`config.mk`:
```
export PLATFORM = sky130hd
export DESIGN_NAME = ttx_req_timer
export DESIGN_NICKNAME = d
export VERILOG_FILES = /design/src/rtl/ttx_pkg.sv /design/src/rtl/ttx_line_sel.sv /design/src/rtl/ttx_req_gen.sv /design/src/rtl/ttx_capture.sv /design/src/rtl/ttx_req_timer.sv
export SDC_FILE = /design/constraint.sdc
export NUM_CORES = 1
export LEC_CHECK = 0
export BUFFER_PORTS_ARGS = -buffer_cell sky130_fd_sc_hd__buf_2
export CAP_MARGIN = 20
export CELL_PAD_IN_SITES_DETAIL_PLACEMENT = 0
export CELL_PAD_IN_SITES_GLOBAL_PLACEMENT = 1
export CORE_ASPECT_RATIO = 0.7
export CORE_MARGIN = 5
export CORE_UTILIZATION = 39
export DETAILED_ROUTE_END_ITERATION = 16
export GPL_ROUTABILITY_DRIVEN = 1
export HOLD_SLACK_MARGIN = 0.15
export PLACE_DENSITY = 0.87
export SYNTH_ARGS = -nofsm -noshare
export SYNTH_HDL_FRONTEND = slang
export SYNTH_HIERARCHICAL = 1
export SYNTH_SLANG_ARGS = --single-unit
```
`constraint.sdc`:
```
create_clock -name clk_i -period 2.5 [get_ports clk_i]
set_input_delay 0.25 -clock clk_i [delete_from_list [all_inputs] [get_ports clk_i]]
set_output_delay 0.25 -clock clk_i [all_outputs]
set_load 0.01 [all_outputs]
```
`src/rtl/ttx_pkg.sv`:
```
package ttx_pkg;
  localparam int WIN_W = 9;

  typedef enum logic [1:0] {
    STD_WST625 = 2'd0,
    STD_WST525 = 2'd1,
    STD_NAB    = 2'd2,
    STD_NAB_B  = 2'd3
  } ttx_std_e;

  function automatic logic [WIN_W-1:0] win_bits(input ttx_std_e s);
    case (s)
      STD_WST625: win_bits = WIN_W'(360);
      STD_WST525: win_bits = WIN_W'(296);
      default:    win_bits = WIN_W'(288);
    endcase
  endfunction
endpackage

```
`src/rtl/ttx_line_sel.sv`:
```
module ttx_line_sel #(
  parameter int LINE_W = 10
) (
  input  logic              en_i,
  input  logic              odd_i,
  input  logic [LINE_W-1:0] line_i,
  input  logic [LINE_W-1:0] odd_first_i,
  input  logic [LINE_W-1:0] odd_last_i,
  input  logic [LINE_W-1:0] even_first_i,
  input  logic [LINE_W-1:0] even_last_i,
  output logic              sel_o
);
  logic [LINE_W-1:0] lo, hi;

  always_comb begin
    lo    = odd_i ? odd_first_i : even_first_i;
    hi    = odd_i ? odd_last_i  : even_last_i;
    sel_o = en_i && (line_i >= lo) && (line_i <= hi);
  end
endmodule

```
`src/rtl/ttx_req_gen.sv`:
```
module ttx_req_gen
  import ttx_pkg::*;
#(
  parameter int          HS_W     = 11,
  parameter int          ACC_W    = 16,
  parameter logic [15:0] FAST_INC = 16'd16839,
  parameter logic [15:0] SLOW_INC = 16'd13902
) (
  input  logic            clk_i,
  input  logic            rst_ni,
  input  logic            line_start_i,
  input  logic            line_ok_i,
  input  ttx_std_e        std_i,
  input  logic [HS_W-1:0] hstart_i,
  output logic            req_o
);
  logic [HS_W-1:0]  hcnt_q;
  logic             armed_q, started_q, train_q;
  logic [WIN_W-1:0] cnt_q, win_q;
  logic [ACC_W-1:0] acc_q, inc_q;
  logic [ACC_W:0]   sum;
  logic             first_fire, carry, fire;

  always_comb begin
    sum        = {1'b0, acc_q} + {1'b0, inc_q};
    carry      = sum[ACC_W];
    first_fire = armed_q && !started_q && (hcnt_q == hstart_i);
    fire       = first_fire || (train_q && carry);
  end

  always_ff @(posedge clk_i or negedge rst_ni) begin
    if (!rst_ni) begin
      hcnt_q    <= '0;
      armed_q   <= 1'b0;
      started_q <= 1'b0;
      train_q   <= 1'b0;
      cnt_q     <= '0;
      win_q     <= '0;
      acc_q     <= '0;
      inc_q     <= '0;
      req_o     <= 1'b0;
    end else if (line_start_i) begin
      hcnt_q    <= '0;
      armed_q   <= line_ok_i;
      started_q <= 1'b0;
      train_q   <= 1'b0;
      cnt_q     <= '0;
      win_q     <= win_bits(std_i);
      acc_q     <= '0;
      inc_q     <= (std_i == STD_WST625) ? ACC_W'(FAST_INC) : ACC_W'(SLOW_INC);
      req_o     <= 1'b0;
    end else begin
      if (hcnt_q != '1) hcnt_q <= hcnt_q + 1'b1;
      req_o <= fire;
      if (first_fire) begin
        started_q <= 1'b1;
        train_q   <= (win_q > WIN_W'(1));
        cnt_q     <= win_q - 1'b1;
        acc_q     <= '0;
      end else if (train_q) begin
        acc_q <= sum[ACC_W-1:0];
        if (carry) begin
          cnt_q <= cnt_q - 1'b1;
          if (cnt_q == WIN_W'(1)) train_q <= 1'b0;
        end
      end
    end
  end

  assert_req_one_wide_R7: assert property (@(posedge clk_i) disable iff (!rst_ni)
    req_o |=> !req_o);

  assert_cnt_bound_R5: assert property (@(posedge clk_i) disable iff (!rst_ni)
    train_q |-> (cnt_q != '0) && (cnt_q < win_q));

  assert_no_req_unarmed_R4: assert property (@(posedge clk_i) disable iff (!rst_ni)
    (!armed_q && !line_start_i) |=> !req_o);

  assert_train_stops_R5: assert property (@(posedge clk_i) disable iff (!rst_ni)
    (train_q && !line_start_i && carry && cnt_q == WIN_W'(1)) |=> !train_q);
endmodule

```
`src/rtl/ttx_capture.sv`:
```
module ttx_capture #(
  parameter int DLY_W = 4
) (
  input  logic             clk_i,
  input  logic             rst_ni,
  input  logic             req_i,
  input  logic [DLY_W-1:0] dly_i,
  input  logic             ttx_i,
  output logic             bit_o,
  output logic             bit_vld_o
);
  localparam int TAPS = 2 ** DLY_W;

  logic [TAPS-1:1] dly_q;
  logic [TAPS-1:0] taps;
  logic [DLY_W-1:0] sel;
  logic             hit;

  always_comb begin
    taps = {dly_q, req_i};
    sel  = (dly_i == '0) ? '0 : dly_i - 1'b1;
    hit  = taps[sel];
  end

  always_ff @(posedge clk_i or negedge rst_ni) begin
    if (!rst_ni) begin
      dly_q     <= '0;
      bit_o     <= 1'b0;
      bit_vld_o <= 1'b0;
    end else begin
      dly_q     <= taps[TAPS-2:0];
      bit_vld_o <= hit;
      if (hit) bit_o <= ttx_i;
    end
  end

  assert_short_delay_R8: assert property (@(posedge clk_i) disable iff (!rst_ni)
    (req_i && dly_i <= DLY_W'(1)) |=> (bit_vld_o || !$stable(dly_i)));
endmodule

```
`src/rtl/ttx_req_timer.sv`:
```
module ttx_req_timer
  import ttx_pkg::*;
#(
  parameter int          LINE_W   = 10,
  parameter int          HS_W     = 11,
  parameter int          DLY_W    = 4,
  parameter int          ACC_W    = 16,
  parameter logic [15:0] FAST_INC = 16'd16839,
  parameter logic [15:0] SLOW_INC = 16'd13902
) (
  input  logic              clk_i,
  input  logic              rst_ni,
  input  logic              line_start_i,
  input  logic [LINE_W-1:0] line_num_i,
  input  logic              field_odd_i,
  input  logic              cfg_en_i,
  input  logic [1:0]        cfg_std_i,
  input  logic [HS_W-1:0]   cfg_hstart_i,
  input  logic [DLY_W-1:0]  cfg_delay_i,
  input  logic [LINE_W-1:0] cfg_odd_first_i,
  input  logic [LINE_W-1:0] cfg_odd_last_i,
  input  logic [LINE_W-1:0] cfg_even_first_i,
  input  logic [LINE_W-1:0] cfg_even_last_i,
  input  logic              ttx_i,
  output logic              req_o,
  output logic              bit_o,
  output logic              bit_vld_o
);
  logic line_ok;
  logic req;

  ttx_line_sel #(.LINE_W(LINE_W)) u_sel (
    .en_i        (cfg_en_i),
    .odd_i       (field_odd_i),
    .line_i      (line_num_i),
    .odd_first_i (cfg_odd_first_i),
    .odd_last_i  (cfg_odd_last_i),
    .even_first_i(cfg_even_first_i),
    .even_last_i (cfg_even_last_i),
    .sel_o       (line_ok)
  );

  ttx_req_gen #(
    .HS_W(HS_W), .ACC_W(ACC_W), .FAST_INC(FAST_INC), .SLOW_INC(SLOW_INC)
  ) u_gen (
    .clk_i       (clk_i),
    .rst_ni      (rst_ni),
    .line_start_i(line_start_i),
    .line_ok_i   (line_ok),
    .std_i       (ttx_std_e'(cfg_std_i)),
    .hstart_i    (cfg_hstart_i),
    .req_o       (req)
  );

  ttx_capture #(.DLY_W(DLY_W)) u_cap (
    .clk_i    (clk_i),
    .rst_ni   (rst_ni),
    .req_i    (req),
    .dly_i    (cfg_delay_i),
    .ttx_i    (ttx_i),
    .bit_o    (bit_o),
    .bit_vld_o(bit_vld_o)
  );

  assign req_o = req;

  assert_disabled_line_R4: assert property (@(posedge clk_i) disable iff (!rst_ni)
    (line_start_i && !cfg_en_i) |=> !req_o);
endmodule

```
==> results.yml <==
yosys:
  synth_cells: 445
  synth_edf_count: 0
  synth_top_area_cell: "dfrtp_1"
  synth_top_area_share: 0.355
  ys_warn_count: 6
  synth_cell_type_count: 63
  yosysMostFrequentCell: "dfrtp_1"
  avgSynthCellArea_um2: 9.68
  syn_area_um2: 4310
  yosysSeqAreaShare: 0.355
  ys_ff_latch: 61
  synthTopCellsByArea: "dfrtp_1 35%, ha_1 11%, mux2i_1 7.0%"
  synth_common_cells: "61 x dfrtp_1, 54 x nor2_1, 38 x ha_1, 30 x mux2i_1, 25 x xor2_1"
  ys.flop_type: "dfrtp_1"
  syn-num-nets: 557
  async_reset_ff_frac: 1.00
run_status:
  status: "finished clean"
power:
  pwr-share-clk: 0.467
  intPower_mw: 1.96
  combPwrFrac: 0.140
  vdd_ir_drop_max_mv: 0.340
  p_seq_frac: 0.393
  p_total_mw: 2.60
  powerDensity_nw_per_um2: 494
  p_sw_frac: 0.245
  p_leak_nw: 2.47
  p_sw_uw: 636
die:
  start_util: 0.395
  die-area_um2: 13300
  placementRows: 32
  pin_count: 76
  dieHeight_um: 97.9
  die_w_um: 136
  core_um2: 10900
finish:
  area_delta_synth_final_pct: 22.1
  post_route_cells_drive_above_1_share: 0.251
  final_cells: 687
  nets: 643
  antenna_cells: 0
timing:
  min_period_over_period: 0.965
  hold_viol_final: 0
  setup_violations: 0
  maxSlewViolCount: 0
  post-route-min-period_ps: 2410
  slew_headroom: 0.493
  finalClockSkew_ps: 9.67
  fin_setup_tns_ps: 0
  fmax_mhz: 414
  rsz0062_at_grt: "true"
  tightest_slew_ps: 761
clock_tree:
  path_clk_slew_ps: 60
  cts_tree: "yes"
  cts_made_buffers: 9
  cts.htree.levels: 3
  insertion_delay_ps: 330
  clock-root-buffer: "clkbuf_16"
  cts_sinks: 61
  clockBufferDepth: 2
setup_path:
  r2r_cells: 7
  cp_max_fo: 6
  timing.critical_path.to: "u_gen/cnt_q[4]"
  crit_path_start: "u_gen/inc_q[13]"
  timing.rr.end: "u_gen/cnt_q[4]"
  cp_data_required_time_ps: 2740
  worstReg2RegStart: "u_gen/inc_q[13]"
  reg2reg_slack_ps: 90
  cp.arrival_ps: 2650
  start_kind: "register"
  crit_type: "register to register"
  end_kind: "register"
drt:
  ant_nets: 0
  num_vias: 3619
  detail_route.wl_per_cell_um: 14.5
  route.detailed.drc: 0
  detailedRoute.firstPassIterationCount: 4
  totalWireLength_um: 9940
  drt_iter0_markers: 201
  viasPerCell: 5.27
min_path:
  hold_path_class: "primary input to register"
  hp-start: "cfg_std_i[0]"
grt:
  grt_max_degree: 62
  overflow: 0
  grt_pass1_wl_um: 17000
  grt_pass1_vias: 3747
  antenna_found_initial: 0
  grt_usage: 0.154
place:
  port_buffers: 75
  dp_cells: 671
  routabilityCongestion: 0.927
  hpwl_um: 7370
run:
  maxCapViolations: 0
==> critical path, stage by stage (launching register included) <==
cell	delay [ps]
dfrtp_1	500
ha_1	360
and3_4	220
o211ai_2	130
a211oi_4	380
o21ai_2	140
or4_1	420
a31oi_1	180
==> flip-flops by register name (all words and copies together), names as in the netlist <==
signal / count
u_gen/hcnt_q: 11
u_cap/bit_vld_o: 1
u_gen/armed_q: 1
u_gen/started_q: 1
u_gen/cnt_q: 9
u_gen/win_q: 1
u_gen/inc_q: 3
u_cap/bit_o: 1
u_gen/acc_q: 16
u_gen/train_q: 1
u_cap/dly_q: 15
u_gen/req_o: 1
==> final cells by class <==
type	count	area, um^2
fill	1039	5630
multi-input combinational	356	2710
sequential	61	1530
timing repair buffer	89	485
clock buffer	10	239
tap	153	191
inverter	14	52.6
clock inverter	4	50.0
==> repair_timing <==
item                                    4_1_cts  5_1_grt
endpoints found under the hold margin        62        0
gates resized for setup                       0       10
buffers inserted                              0        0
endpoints found under the setup margin        0        7
hold buffers                                  2        0
==> logic make-up (layout without fill, tap and decap cells) <==
family                   count (synthesis)  in the layout  share of synthesized area
XOR/XNOR                                35             35                     0.0712
buffers and inverters                   28            117                     0.0282
AO/OA/AOI/OAI                           98             98                      0.167
multiplexers                            35             35                     0.0828
adder cells (fa/ha/maj)                 39             39                      0.115
AND/OR/NAND/NOR                        149            149                      0.181
flip-flops                              61             61                      0.355
==> cells in the final DEF, fill, tap and decap left out, drive strengths merged, types with 11 or more instances in the layout <==
master,instances
nor4,12
nand2,18
o21ai,23
buf,87
nor2,54
mux2i,30
nand3,15
inv,13
a21oi,19
ha,38
a211oi,12
xor2,25
dfrtp,61
a21o,11
==> per-stage QoR <==
stage / area [um^2] / util / worst slack, ps / hold WS, ps
6_report: 5260 / 0.483 / 87.4 / 231
3_5_place_dp: 4890 / 0.449 / 65.6 / 359
2_1_floorplan: 4310 / - / 13.6 / -45.6
4_1_cts: 5200 / 0.478 / 45.3 / 236
3_3_place_gp: 4890 / 0.449 / 93.6 / 355
5_1_grt: 5260 / 0.483 / -24.8 / 279
==> worst min path at each step <==
stage                           end  slack, ps  cells after the start
finish              u_gen/inc_q[13]        230                      3
global route        u_gen/inc_q[13]        280                      3
CTS                 u_gen/inc_q[13]        240                      3
floorplan               u_cap/bit_o        -50                      0
global placement    u_cap/dly_q[13]        360                      0
detailed placement  u_cap/dly_q[13]        360                      0
==> per-layer routing <==
metal,part of all wire,vias to the layer above,GRT usage
li1,-,1814,-
met1,0.49,1693,0.219
met2,0.44,102,0.229
met3,0.062,10,0.0422
met4,0.013,0,0.0442
met5,0,-,0
==> power groups by stage <==
| stage | combinational, mW | clock, mW | sequential (mW) |
|---|---|---|---|
| 2_1_floorplan | 0.214 | 0 | 1.04 |
| 3_3_place_gp | 0.352 | 0 | 1.03 |
| 3_5_place_dp | 0.359 | 0 | 1.03 |
| 4_1_cts | 0.365 | 1.24 | 1.02 |
| 5_1_grt | 0.418 | 1.28 | 1.02 |
| 6_report | 0.364 | 1.21 | 1.02 |
(Power assumes the default switching activity.)
